### src/rtl/spm_rb_pkg.sv
// Package: shared state encoding for the replica line buffer.
// Assumes: nothing beyond standard SystemVerilog.
package spm_rb_pkg;
    typedef enum logic [1:0] {
        RB_IDLE  = 2'd0,
        RB_PROBE = 2'd1,
        RB_WRITE = 2'd2
    } rb_state_e;
endpackage

### src/rtl/spm_rb_line.sv
// Module: one-line storage with byte-merge, per-word mask and lookup.
// Assumes: at most one of op_merge / op_install / op_clear per cycle.
module spm_rb_line #(
    parameter int ADDR_W     = 32,
    parameter int WORD_W     = 32,
    parameter int LINE_WORDS = 8
) (
    input  logic                         clk,
    input  logic                         rst_n,
    input  logic                         op_merge,
    input  logic                         op_install,
    input  logic                         op_clear,
    input  logic [ADDR_W-$clog2(LINE_WORDS*(WORD_W/8))-1:0] in_tag,
    input  logic [$clog2(LINE_WORDS)-1:0] in_idx,
    input  logic [WORD_W-1:0]            in_data,
    input  logic [WORD_W/8-1:0]          in_be,
    input  logic [ADDR_W-$clog2(LINE_WORDS*(WORD_W/8))-1:0] lk_tag,
    input  logic [$clog2(LINE_WORDS)-1:0] lk_idx,
    output logic                         valid,
    output logic [ADDR_W-$clog2(LINE_WORDS*(WORD_W/8))-1:0] tag,
    output logic [LINE_WORDS*WORD_W-1:0] line_data,
    output logic [LINE_WORDS-1:0]        mask,
    output logic                         lk_hit,
    output logic [WORD_W-1:0]            lk_word
);
    localparam int BYTES = WORD_W / 8;
    localparam int IDX_W = $clog2(LINE_WORDS);

    logic [WORD_W-1:0] words [LINE_WORDS];
    logic              any_be;

    assign any_be = |in_be;

    function automatic logic [WORD_W-1:0] merge_word(
        input logic [WORD_W-1:0] old_w,
        input logic [WORD_W-1:0] new_w,
        input logic [BYTES-1:0]  be);
        logic [WORD_W-1:0] r;
        r = old_w;
        for (int b = 0; b < BYTES; b++)
            if (be[b]) r[b*8 +: 8] = new_w[b*8 +: 8];
        return r;
    endfunction

    // Tag and valid bit of the held line.
    always_ff @(posedge clk) begin
        if (!rst_n) begin
            valid <= 1'b0;
            tag   <= '0;
        end else if (op_install) begin
            valid <= 1'b1;
            tag   <= in_tag;
        end else if (op_clear) begin
            valid <= 1'b0;
        end
    end

    for (genvar g = 0; g < LINE_WORDS; g++) begin : g_word
        logic sel;
        assign sel = (in_idx == IDX_W'(g));

        // Word storage: cleared on install except for the written word.
        always_ff @(posedge clk) begin
            if (!rst_n)
                words[g] <= '0;
            else if (op_install)
                words[g] <= sel ? merge_word('0, in_data, in_be) : '0;
            else if (op_merge && sel)
                words[g] <= merge_word(words[g], in_data, in_be);
        end

        // Word valid bit: set by any enabled byte, dropped on install/clear.
        always_ff @(posedge clk) begin
            if (!rst_n)
                mask[g] <= 1'b0;
            else if (op_install)
                mask[g] <= sel && any_be;
            else if (op_clear)
                mask[g] <= 1'b0;
            else if (op_merge && sel && any_be)
                mask[g] <= 1'b1;
        end

        assign line_data[g*WORD_W +: WORD_W] = words[g];
    end

    assign lk_hit  = valid && (lk_tag == tag) && mask[lk_idx];
    assign lk_word = words[lk_idx];

    assert_mask_keeps_R8: assert property (@(posedge clk) disable iff (!rst_n)
        op_merge |=> ((mask & $past(mask)) == $past(mask)));
    assert_install_valid_R7: assert property (@(posedge clk) disable iff (!rst_n)
        op_install |=> valid);
    assert_single_op_R3: assert property (@(posedge clk) disable iff (!rst_n)
        $onehot0({op_merge, op_install, op_clear}));
endmodule

### src/rtl/spm_rb_ctrl.sv
// Module: sequencing of merge, miss write-back, flush and stall.
// Assumes: probe_done and wb_ack are only meaningful in their own phase.
module spm_rb_ctrl
    import spm_rb_pkg::*;
(
    input  logic clk,
    input  logic rst_n,
    input  logic wr_valid,
    input  logic buf_valid,
    input  logic tag_match,
    input  logic flush_req,
    input  logic probe_done,
    input  logic probe_hit,
    input  logic wb_ack,
    output logic wr_ready,
    output logic probe_valid,
    output logic wb_valid,
    output logic wb_alloc,
    output logic flush_done,
    output logic op_merge,
    output logic op_install_wr,
    output logic op_install_pend,
    output logic op_clear,
    output logic pend_load
);
    rb_state_e state;
    logic idle, wr_take, flush_want, start_flush, empty_flush, ack_done;
    logic flush_pend, pend_wr, hit_r;

    assign idle        = (state == RB_IDLE);
    assign wr_ready    = idle;
    assign probe_valid = (state == RB_PROBE);
    assign wb_valid    = (state == RB_WRITE);
    assign wb_alloc    = !hit_r;

    assign wr_take       = idle && wr_valid;
    assign op_merge      = wr_take && buf_valid && tag_match;
    assign op_install_wr = wr_take && !buf_valid;
    assign pend_load     = wr_take && buf_valid && !tag_match;
    assign flush_want    = flush_pend || flush_req;
    assign start_flush   = idle && !wr_valid && flush_want && buf_valid;
    assign empty_flush   = idle && !wr_valid && flush_want && !buf_valid;
    assign ack_done      = wb_valid && wb_ack;
    assign op_install_pend = ack_done && pend_wr;
    assign op_clear        = ack_done && !pend_wr;

    // Phase sequencing: idle -> probe -> write -> idle.
    always_ff @(posedge clk) begin
        if (!rst_n)
            state <= RB_IDLE;
        else case (state)
            RB_IDLE:  if (pend_load || start_flush) state <= RB_PROBE;
            RB_PROBE: if (probe_done) state <= RB_WRITE;
            RB_WRITE: if (wb_ack) state <= RB_IDLE;
            default:  state <= RB_IDLE;
        endcase
    end

    // Remembers a flush request until the block is free to run it.
    always_ff @(posedge clk) begin
        if (!rst_n) flush_pend <= 1'b0;
        else        flush_pend <= flush_want && !(idle && !wr_valid);
    end

    // Cause of the write-back in flight, and the probe answer.
    always_ff @(posedge clk) begin
        if (!rst_n) begin
            pend_wr <= 1'b0;
            hit_r   <= 1'b0;
        end else begin
            if (pend_load)        pend_wr <= 1'b1;
            else if (start_flush) pend_wr <= 1'b0;
            if (probe_valid && probe_done) hit_r <= probe_hit;
        end
    end

    // One-cycle completion pulse for a flush.
    always_ff @(posedge clk) begin
        if (!rst_n) flush_done <= 1'b0;
        else        flush_done <= empty_flush || op_clear;
    end

    assert_hold_request_R6: assert property (@(posedge clk) disable iff (!rst_n)
        (wb_valid && !wb_ack) |=> (wb_valid && $stable(wb_alloc)));
    assert_stall_on_miss_R4: assert property (@(posedge clk) disable iff (!rst_n)
        pend_load |=> (probe_valid && !wr_ready));
    assert_phases_exclusive_R5: assert property (@(posedge clk) disable iff (!rst_n)
        !(probe_valid && wb_valid));
endmodule

### src/rtl/spm_replica_buf.sv
// Module: top of the scratchpad replica coalescing line buffer.
// Assumes: the cache answers every probe and acknowledges every write-back.
module spm_replica_buf #(
    parameter int ADDR_W     = 32,
    parameter int WORD_W     = 32,
    parameter int LINE_WORDS = 8
) (
    input  logic                         clk,
    input  logic                         rst_n,
    input  logic                         wr_valid,
    output logic                         wr_ready,
    input  logic [ADDR_W-1:0]            wr_addr,
    input  logic [WORD_W-1:0]            wr_data,
    input  logic [WORD_W/8-1:0]          wr_be,
    input  logic                         flush_req,
    output logic                         flush_done,
    output logic                         probe_valid,
    output logic [ADDR_W-$clog2(LINE_WORDS*(WORD_W/8))-1:0] probe_tag,
    input  logic                         probe_done,
    input  logic                         probe_hit,
    output logic                         wb_valid,
    output logic [ADDR_W-$clog2(LINE_WORDS*(WORD_W/8))-1:0] wb_tag,
    output logic                         wb_alloc,
    output logic [LINE_WORDS*WORD_W-1:0] wb_data,
    output logic [LINE_WORDS-1:0]        wb_mask,
    input  logic                         wb_ack,
    input  logic [ADDR_W-1:0]            lk_addr,
    output logic                         lk_hit,
    output logic [WORD_W-1:0]            lk_data
);
    localparam int BYTES = WORD_W / 8;
    localparam int BOFF  = $clog2(BYTES);
    localparam int OFF_W = $clog2(LINE_WORDS * BYTES);
    localparam int IDX_W = $clog2(LINE_WORDS);
    localparam int TAG_W = ADDR_W - OFF_W;

    logic [TAG_W-1:0] wr_tag, buf_tag, pend_tag, in_tag;
    logic [IDX_W-1:0] wr_idx, pend_idx, in_idx;
    logic [WORD_W-1:0] pend_data, in_data;
    logic [BYTES-1:0]  pend_be, in_be;
    logic buf_valid, op_merge, op_install_wr, op_install_pend, op_clear, pend_load;

    assign wr_tag = wr_addr[ADDR_W-1:OFF_W];
    assign wr_idx = wr_addr[OFF_W-1:BOFF];

    // Holds the write that missed until the old line has left.
    always_ff @(posedge clk) begin
        if (!rst_n) begin
            pend_tag  <= '0;
            pend_idx  <= '0;
            pend_data <= '0;
            pend_be   <= '0;
        end else if (pend_load) begin
            pend_tag  <= wr_tag;
            pend_idx  <= wr_idx;
            pend_data <= wr_data;
            pend_be   <= wr_be;
        end
    end

    assign in_tag  = op_install_pend ? pend_tag  : wr_tag;
    assign in_idx  = op_install_pend ? pend_idx  : wr_idx;
    assign in_data = op_install_pend ? pend_data : wr_data;
    assign in_be   = op_install_pend ? pend_be   : wr_be;

    spm_rb_ctrl u_ctrl (
        .clk, .rst_n, .wr_valid,
        .buf_valid, .tag_match(wr_tag == buf_tag),
        .flush_req, .probe_done, .probe_hit, .wb_ack,
        .wr_ready, .probe_valid, .wb_valid, .wb_alloc, .flush_done,
        .op_merge, .op_install_wr, .op_install_pend, .op_clear, .pend_load
    );

    spm_rb_line #(
        .ADDR_W(ADDR_W), .WORD_W(WORD_W), .LINE_WORDS(LINE_WORDS)
    ) u_line (
        .clk, .rst_n,
        .op_merge, .op_install(op_install_wr || op_install_pend), .op_clear,
        .in_tag, .in_idx, .in_data, .in_be,
        .lk_tag(lk_addr[ADDR_W-1:OFF_W]), .lk_idx(lk_addr[OFF_W-1:BOFF]),
        .valid(buf_valid), .tag(buf_tag), .line_data(wb_data), .mask(wb_mask),
        .lk_hit, .lk_word(lk_data)
    );

    assign probe_tag = buf_tag;
    assign wb_tag    = buf_tag;

    assert_line_stable_R6: assert property (@(posedge clk) disable iff (!rst_n)
        (wb_valid && !wb_ack) |=> ($stable(wb_data) && $stable(wb_tag) && $stable(wb_mask)));
    assert_flush_empties_R9: assert property (@(posedge clk) disable iff (!rst_n)
        flush_done |-> !buf_valid);
    assert_probe_has_line_R4: assert property (@(posedge clk) disable iff (!rst_n)
        probe_valid |-> buf_valid);
    assert_ready_after_ack_R7: assert property (@(posedge clk) disable iff (!rst_n)
        op_install_pend |=> (wr_ready && buf_valid && !wb_valid));
endmodule

### config.mk
export PLATFORM = sky130hd
export DESIGN_NAME = spm_replica_buf
export DESIGN_NICKNAME = d
export VERILOG_FILES = /design/src/rtl/spm_rb_pkg.sv /design/src/rtl/spm_rb_line.sv /design/src/rtl/spm_rb_ctrl.sv /design/src/rtl/spm_replica_buf.sv
export SDC_FILE = /design/constraint.sdc
export NUM_CORES = 1
export LEC_CHECK = 0
export ABC_AREA = 1
export BUFFER_PORTS_ARGS = -buffer_cell sky130_fd_sc_hd__buf_2
export CORE_MARGIN = 8
export CORE_UTILIZATION = 38
export CTS_BUF_LIST = sky130_fd_sc_hd__clkbuf_4 sky130_fd_sc_hd__clkbuf_8
export DETAILED_ROUTE_END_ITERATION = 6
export SLEW_MARGIN = 10
export SYNTH_ARGS = -nofsm -noshare
export SYNTH_HDL_FRONTEND = slang
export SYNTH_SLANG_ARGS = --single-unit
export TNS_END_PERCENT = 100
### constraint.sdc
create_clock -name clk -period 4.85 [get_ports clk]
set_input_delay 0.7275 -clock clk [delete_from_list [all_inputs] [get_ports clk]]
set_output_delay 0.7275 -clock clk [all_outputs]
set_load 0.02 [all_outputs]
After elaboration in Yosys (flattened, before gate mapping)

Memories as Yosys holds them, arrays and structs flattened.
Index checks and enable logic that the tools add are counted.

Bits in latches: 0
Memories: 1
RAM bits: 256
Memory bits (read-only): 0
Flip-flop bits (word level): 108
Input bits: 107
Word-level logic and storage cells: 353

Memory list:

| memory       | depth | width | read ports | clocked after memory_dff | wr ports | line              | text |
|---|---|---|---|---|---|---|---|
| u_line.words | 8     | 32    | 9          | 0                        | 8        | spm_rb_line.sv:29 | `logic [WORD_W-1:0] words [LINE_WORDS];` |

Shifts and indexed selects: 0
Multiplexer cells: 238
Divide/modulo/power cells: 0
Multipliers: 0
Equal/unequal tests: 14
Reductions and logical operators: 64
Bitwise gates (word level): 16
Add/subtract/negate cells: 0
$lt $le $gt $ge: 1

Operators with widths:

| operator                                            | number |
|---|---|
| two-way mux 8 bit                                   | 140 |
| two-way mux 32 bit                                  | 25 |
| two-way mux 1 bit                                   | 65 |
| equality test 27 bit                                | 2 |
| logical AND 1 bit                                   | 40 |
| two-way mux 27 bit                                  | 1 |
| nonzero test 3 bit                                  | 8 |
| bitwise OR 1 bit                                    | 16 |
| equality test 3 bit, second input constant          | 4 |
| equality test 3 x 2 -> 1 bit, second input constant | 2 |
| zero test 1 bit                                     | 6 |
| two-way mux 2 bit                                   | 3 |
| inequality test 2 bit, second input constant        | 3 |
| one-hot mux 2 bit (3 select lines)                  | 1 |
| logical OR 1 bit                                    | 4 |
| < comparator 3 x 4 -> 1 bit, second input constant  | 1 |
| two-way mux 4 bit                                   | 1 |
| nonzero test 2 bit                                  | 2 |
| OR reduction 4 bit                                  | 1 |
| binary-select mux 1 bit (select 3 bit)              | 1 |
| equality test 3 x 1 -> 1 bit, second input constant | 1 |
| zero test 3 bit                                     | 1 |
| two-way mux 3 bit                                   | 1 |
| AND reduction 3 bit                                 | 1 |
| other kinds (3)                                     | 3 |

Longest topological paths before layout

Gate-level depths: netlist (run 1).

Depth in word-level cells: 11
Gate-level depth with buffers: 15
Gate-level depth less buffers: 13

Cells and area by module

Synthesis (run 1) repeated with hierarchy kept, for this count alone.

Cell total of the unflattened synthesis: 2067
Area, all modules: 17407.9 sq um

Modules (own cells, without submodules):

| module          | times used | area each (sq um) | cells each |
|---|---|---|---|
| spm_rb_line     | 1          | 13326.5           | 1405 |
| spm_replica_buf | 1          | 3753.6            | 615 |
| spm_rb_ctrl     | 1          | 327.8             | 47 |

Least setup slack after synthesis (run 1)

OpenSTA, ideal clock, no wires.

Path type: input to output
From: input lk_addr[2]
To: output lk_data[10]
Setup slack: 1.927 ns
Data required time: 4.123 ns
Arrival: 2.195 ns
Stages on the path: 8
Cell sequence: clkbuf_1 -> inv_1 -> clkbuf_1 -> clkbuf_1 -> nor2_1 -> o22ai_1 -> nor2_1 -> a31oi_1

Word-level cells in the longest chain between the ends: 1

Ends and longest elaborated chain:

| what                | line                  | text |
|---|---|---|
| from (decl)         | spm_replica_buf.sv:27 | `input logic [ADDR_W-1:0] lk_addr,` |
| memory (8 x 32 bit) | n/a                   |  |
| to (decl)           | spm_replica_buf.sv:29 | `output logic [WORD_W-1:0] lk_data` |

No other way between the ends.

==> results.py, run 1 <==
metrics = {
    "status": {
        "status": "complete, no violations",
    },
    "yosys": {
        "syn_inst": 2004,
        "synthAdderAreaFrac_pct": 0,
        "muxShareOfSynthArea_pct": 2.16,
        "ys_ff_latch": 364,
        "yosys.area_share.xor_xnor_pct": 0.746,
        "async_flop_share_pct": 0,
        "yosys_warnings": 0,
        "synthTopCellsByArea": "edfxtp_1 44%, dfxtp_1 12%, nor2_1 8.9%",
        "synth_edf_count": 256,
        "synth-compound-area-share_pct": 18.0,
        "yosysTopAreaCell": "edfxtp_1",
        "yosysSeqAreaShare_pct": 55.9,
        "synth_top_family_by_area": "compound AO/OA/AOI/OAI gates",
        "synth-main-ff-cell": "edfxtp_1",
        "netlist_area_um2": 17600,
        "synthSimpleGateAreaFrac_pct": 17.1,
        "synth_area_per_cell_um2": 8.79,
        "synth_fp_nets": 2111,
        "synth.top_cell.area_share_pct": 43.6,
        "synthDistinctLibCells": 34,
    },
    "worst_hold_path": {
        "whs_path_depth": 3,
        "hold_path.class": "in2reg",
    },
    "critical_path": {
        "worstSetupPathType": "reg2reg",
        "cp.required_ps": 5260,
        "cp_cell_sequence": "nand3_4, nand2_1, nor2_4, nand4_2, a21oi_1",
        "cp.arrival_ps": 4110,
        "cp-start-kind": "register",
        "endpoint_kind": "register",
        "critPathSlowestCell": "nand4_2",
        "cp_slowest_stage_delay_ps": 980,
        "r2r_cells": 5,
        "crit_fanout": 51,
    },
    "power": {
        "vdd_ir_drop_max_mv": 0.210,
        "powerDensity_nw_per_um2": 386,
        "leakagePower_uw": 0.00945,
    },
    "placement": {
        "gp_congestion": 0.926,
        "placed_area_um2": 20100,
        "dp_hpwl_um": 51400,
        "port_buffers": 458,
    },
    "clock_tree": {
        "cts_sinks": 364,
        "clock_latency_ps": 610,
        "cts_hold_buf": 0,
        "cts_buffers": 66,
        "ctsResizeCount": 0,
        "post_cts_buffers": 0,
        "cts_tree": "yes",
        "path_clk_slew_ps": 60,
        "root_buffer": "clkbuf_8",
        "htree_levels": 3,
        "cts_buffer_depth": 3,
    },
    "drt": {
        "drt_iter0_markers": 1770,
        "vias": 16700,
        "routed_via_density": 5.46,
        "dr.pass1.iters": 5,
        "drc": 0,
        "postRouteAntennaNets": 0,
        "wl_per_cell_um": 22.7,
        "drt_wl_total_um": 69700,
    },
    "grt": {
        "grt_overflow": 0,
        "grt_pass1_vias": 15900,
        "grt_pass1_wl_um": 102000,
        "grt_max_degree": 78,
        "grt_usage_pct": 24.8,
        "antenna_found_initial": 20,
    },
    "flow_run": {
        "drv_cap": 0,
    },
    "cells_and_area": {
        "final_common_cell": "buf_2",
        "final_layout_size_suffix_gt1_share_pct": 25.0,
        "register_area_um2": 9850,
        "multi_input_area_um2": 6690,
        "areaGrowthSynthToFinish_pct": 21.6,
        "nets": 2507,
        "mostFrequentLayoutCells": "457 x buf_2, 417 x nor2_1, 269 x a21oi_1, 256 x edfxtp_1, 236 x nand2_1",
        "fill_cells": 4465,
        "final_cell_area_um2": 21400,
    },
    "timing": {
        "report.final.slew_viol_count": 0,
        "max_freq_mhz": 271,
        "finClkSkew_ps": 24.1,
        "finalSetupTns_ps": 0,
        "worst_pin_slew_ps": 1180,
        "hold_ws_ps": 403,
        "post-route-min-period_ps": 3700,
        "fin_crit_sh_pct": 76.2,
        "grt_setup_unrepaired": "no",
        "relSlewSlack_pct": 19.1,
        "setup_viol": 0,
        "final_hold_viol_count": 0,
    },
    "floorplan": {
        "ios": 463,
        "fp.dieH_um": 231,
        "core_um2": 46200,
        "start_util_pct": 38.2,
        "rows": 79,
        "fp.dieW_um": 231,
        "dieArea_um2": 53500,
    },
}
-- worst max-delay path: cells and delay by family, from the launching register on --
kind,cells,cell delay [ps]
flip-flops,1,460
AND/OR/NAND/NOR,4,2580
AO/OA/AOI/OAI,1,430
-- per-stage QoR --
step                      total power, uW  util [%]  std cells  setup slack, ps
after global routing                 8620      46.3       3058              839
after global placement               5460      43.6       2939              936
after CTS                            8330      46.3       3054             1200
after floorplan                      4830         -       2004             1930
after detailed placement             5480      43.6       2939              815
final                                8270      46.4       3066             1150
-- final timing paths --
path / from / slack [ps] / endpoint
max reg2reg: u_ctrl.pend_wr / 1150 / u_line.words[0][15]
max: u_ctrl.pend_wr / 1150 / u_line.words[0][15]
min: wr_addr[5] / 400 / pend_tag[0]
min reg2reg: u_ctrl.hit_r / 450 / u_ctrl.hit_r
-- final cells by class --
| cell class | instances | area share (%) |
|---|---|---|
| antenna | 12 | 0.140 |
| clock buffer | 96 | 5.41 |
| clock inverter | 19 | 0.520 |
| inverter | 93 | 1.64 |
| multi-input combinational | 1396 | 31.2 |
| sequential | 364 | 46.0 |
| tap | 607 | 3.55 |
| timing repair buffer | 479 | 11.5 |
-- flip-flops by register name (all words and copies together) (netlist names) --
name and cells:
u_ctrl.flush_pend 1, u_ctrl.state 2, pend_idx 3, pend_tag 27
u_line.words 256, u_line.valid 1, u_line.tag 27, pend_be 4
pend_data 32, u_line.mask 8, u_ctrl.hit_r 1, u_ctrl.flush_done 1
u_ctrl.pend_wr 1
-- power breakdown --
group	switching, uW	leakage (uW)	internal (uW)
sequential	234	0.00365	3650
clock	1270	0.000666	1580
combinational	1110	0.00513	434
-- Yosys cell counts, types with 6 or more instances --
cell type / instances
nor2_1: 418
a21oi_1: 269
edfxtp_1: 256
nand2_1: 236
o21ai_0: 225
dfxtp_1: 108
inv_1: 77
clkbuf_1: 71
o22ai_1: 62
buf_2: 44
nand3_1: 41
mux2i_1: 38
a31oi_1: 32
buf_4: 29
nand4_1: 25
inv_2: 10
xnor2_1: 10
buf_1: 7
clkinv_1: 6
-- metal layers --
metal  up-vias  routed length (um)  global-route usage (%)  share of wire (%)
li1       7774                   -                       -                  -
met4        18                1730                    8.24                2.5
met2       896               33800                    41.8                 49
met5         -                 116                       0               0.17
met3       119                6600                    6.58                9.5
met1      7934               27400                    30.6                 39
-- cell families after synthesis --
group	count (synthesis)
AND/OR/NAND/NOR	741
buffers and inverters	244
AO/OA/AOI/OAI	602
XOR/XNOR	15
flip-flops	364
multiplexers	38
No activity file was read; power rests on OpenSTA's default activity.
==> run 2, diff against run 1 <==
Clock period 4.85 ns to 3.15 ns, I/O delays scaled along.
==> run 2 against run 1 <==
Register-to-register slack worse by 890 ps. Routed wire length barely moved. Total power increased by 55%. Via count rose by 1.5%. Global-route usage down 0.20 points. Critical endpoint is now lk_hit. Non-clock buffer count increased by 44. Clock-buffer cell count decreased by 1. Core utilization is 0.96 points higher. Critical path depth unchanged. Cell area is 2.1% higher. Sequential power rose by 54%. Clock skew is 6.8 ps higher.
==> results.py, run 2 (synthesis results as in run 1) <==
metrics = {
    "floorplan": {
        "rows": 79,
        "core_um2": 46200,
        "start_util_pct": 38.2,
        "ios": 463,
        "fp.dieW_um": 231,
        "dieArea_um2": 53500,
        "fp.dieH_um": 231,
    },
    "timing": {
        "worst_slack_ps": 249,
        "relSlewSlack_pct": 45.6,
        "finalSetupTns_ps": 0,
        "fin_crit_sh_pct": 92.1,
        "grt_setup_unrepaired": "no",
        "worst_pin_slew_ps": 816,
        "report.final.slew_viol_count": 0,
        "setup_viol": 0,
        "finClkSkew_ps": 30.9,
        "post-route-min-period_ps": 2900,
        "max_freq_mhz": 345,
        "final_hold_viol_count": 0,
    },
    "critical_path": {
        "cp.buffers_inverters": 1,
        "cp_cell_sequence": "xor2_1, nor4_1, nand3_1, nor2_1, buf_2",
        "crit_family": "simple AND/OR/NAND/NOR gates",
        "cp.required_ps": 2680,
        "crit_fanout": 5,
        "r2r_slack_ps": 260,
        "endpoint_kind": "output pin",
        "critPathSlowestCell": "nor4_1",
        "cp-start-kind": "register",
        "cp.arrival_ps": 2430,
        "worstSetupPathType": "reg2out",
        "cp_slowest_stage_delay_ps": 710,
    },
    "grt": {
        "grt_util_met1_pct": 29.9,
        "grt_overflow": 0,
        "met2_usage_pct": 40.6,
        "grt_pass1_vias": 16100,
        "grt_util_met3_pct": 7.14,
        "grt_busiest_layer": "met2",
        "grt_max_degree": 81,
        "grt_usage_pct": 24.6,
        "grt_pass1_wl_um": 101000,
        "antenna_found_initial": 15,
    },
    "cells_and_area": {
        "regMostFlops": "u_line.words",
        "multi_input_area_um2": 6690,
        "areaGrowthSynthToFinish_pct": 24.1,
        "fill_cells": 4443,
        "register_area_um2": 9850,
        "mostFrequentLayoutCells": "457 x buf_2, 417 x nor2_1, 269 x a21oi_1, 256 x edfxtp_1, 236 x nand2_1",
        "largest_reg_flops": 256,
        "final_cell_area_um2": 21900,
        "final_layout_size_suffix_gt1_share_pct": 26.5,
        "final_common_cell": "buf_2",
        "reg_top3": "u_line.words x256, pend_data x32",
        "nets": 2551,
        "postLayoutCoreUtil_pct": 47.4,
    },
    "power": {
        "switchingPower_uw": 4040,
        "p_int_uw": 8810,
        "vdd_ir_drop_max_mv": 0.268,
        "combPwrFrac_pct": 18.9,
        "powerDensity_nw_per_um2": 588,
        "leakagePower_uw": 0.00972,
        "switching_share_pct": 31.5,
        "power_frac_clock_pct": 34.6,
        "seqPwrFrac_pct": 46.5,
    },
    "clock_tree": {
        "htree_levels": 3,
        "clock_latency_ps": 610,
        "path_clk_slew_ps": 60,
        "cts_tree": "yes",
        "cts_hold_buf": 0,
        "cts_sinks": 364,
        "cts_buffer_depth": 3,
        "cts_buffers": 66,
        "post_cts_buffers": 0,
        "root_buffer": "clkbuf_8",
        "ctsResizeCount": 0,
    },
    "placement": {
        "gp_congestion": 0.914,
        "placed_area_um2": 20500,
        "dp_hpwl_um": 51900,
        "pre_cts_ws_ps": 315,
        "port_buffers": 458,
    },
    "drt": {
        "routed_via_density": 5.48,
        "drt_iter0_markers": 1796,
        "vias": 17000,
        "wl_per_cell_um": 22.4,
        "dr.pass1.iters": 6,
        "postRouteAntennaNets": 0,
        "drc": 0,
        "drt_wl_total_um": 69600,
    },
    "worst_hold_path": {
        "hold_path.class": "in2reg",
    },
    "flow_run": {
        "drv_cap": 0,
    },
    "status": {
        "status": "complete, no violations",
    },
}
run 2: cell types whose count changed in the layout (fill, tap and decap cells not counted), moves of 5 or more:
cell      previous run  this run
diode_2             12         5
clkbuf_4            26        20
clkinv_2             3         9
buf_4               21        57
clkbuf_8            70        75
buf_12               1         9
run 2: routing by layer:
layer | vias up | wire, um | part of all wire, %
met4 | 18 | 2570 | 3.7
li1 | 7844 | - | -
met2 | 976 | 32800 | 47
met1 | 8004 | 27000 | 39
met3 | 154 | 7150 | 10
met5 | - | 116 | 0.17
run 2: stage by stage:
step,hold slack (ps),instances,total power [uW]
finish,132,3103,12900
global route,115,3098,13400
CTS,75.1,3098,12900
detailed placement,446,2983,8500
global placement,439,2983,8460
floorplan,450,2004,7430
run 2: power groups by stage:
stage	sequential [uW]	clock [uW]	combinational (uW)
floorplan	6350	0	1090
global placement	6050	0	2410
detailed placement	6060	0	2430
CTS	5970	4540	2440
global route	6010	4740	2630
finish	5970	4450	2430
run 2: area by class of cell:
| class | count | area share [%] |
|---|---|---|
| Inverter | 93 | 1.60 |
| Clock inverter | 20 | 0.544 |
| Sequential cell | 364 | 45.1 |
| Timing Repair Buffer | 523 | 13.2 |
| Clock buffer | 95 | 5.41 |
| Multi-Input combinational cell | 1396 | 30.6 |
| Antenna cell | 5 | 0.0572 |
| Tap cell | 607 | 3.47 |
run 2: worst paths after layout:
check | end | cells past startpoint | startpoint
hold / removal | pend_data[30] | 3 | wr_data[30]
hold reg to reg | u_ctrl.hit_r | 2 | u_ctrl.hit_r
setup / recovery | lk_hit | 5 | u_line.tag[6]
setup reg to reg | u_line.words[2][27] | 10 | u_ctrl.state[1]
run 2: worst reg2reg max path, delay by kind of cell (launching register included):
family                 cells  cell delay (ps)
AND/OR/NAND/NOR            6             1170
buffers and inverters      3              900
flip-flops                 1              380
AO/OA/AOI/OAI              1              140
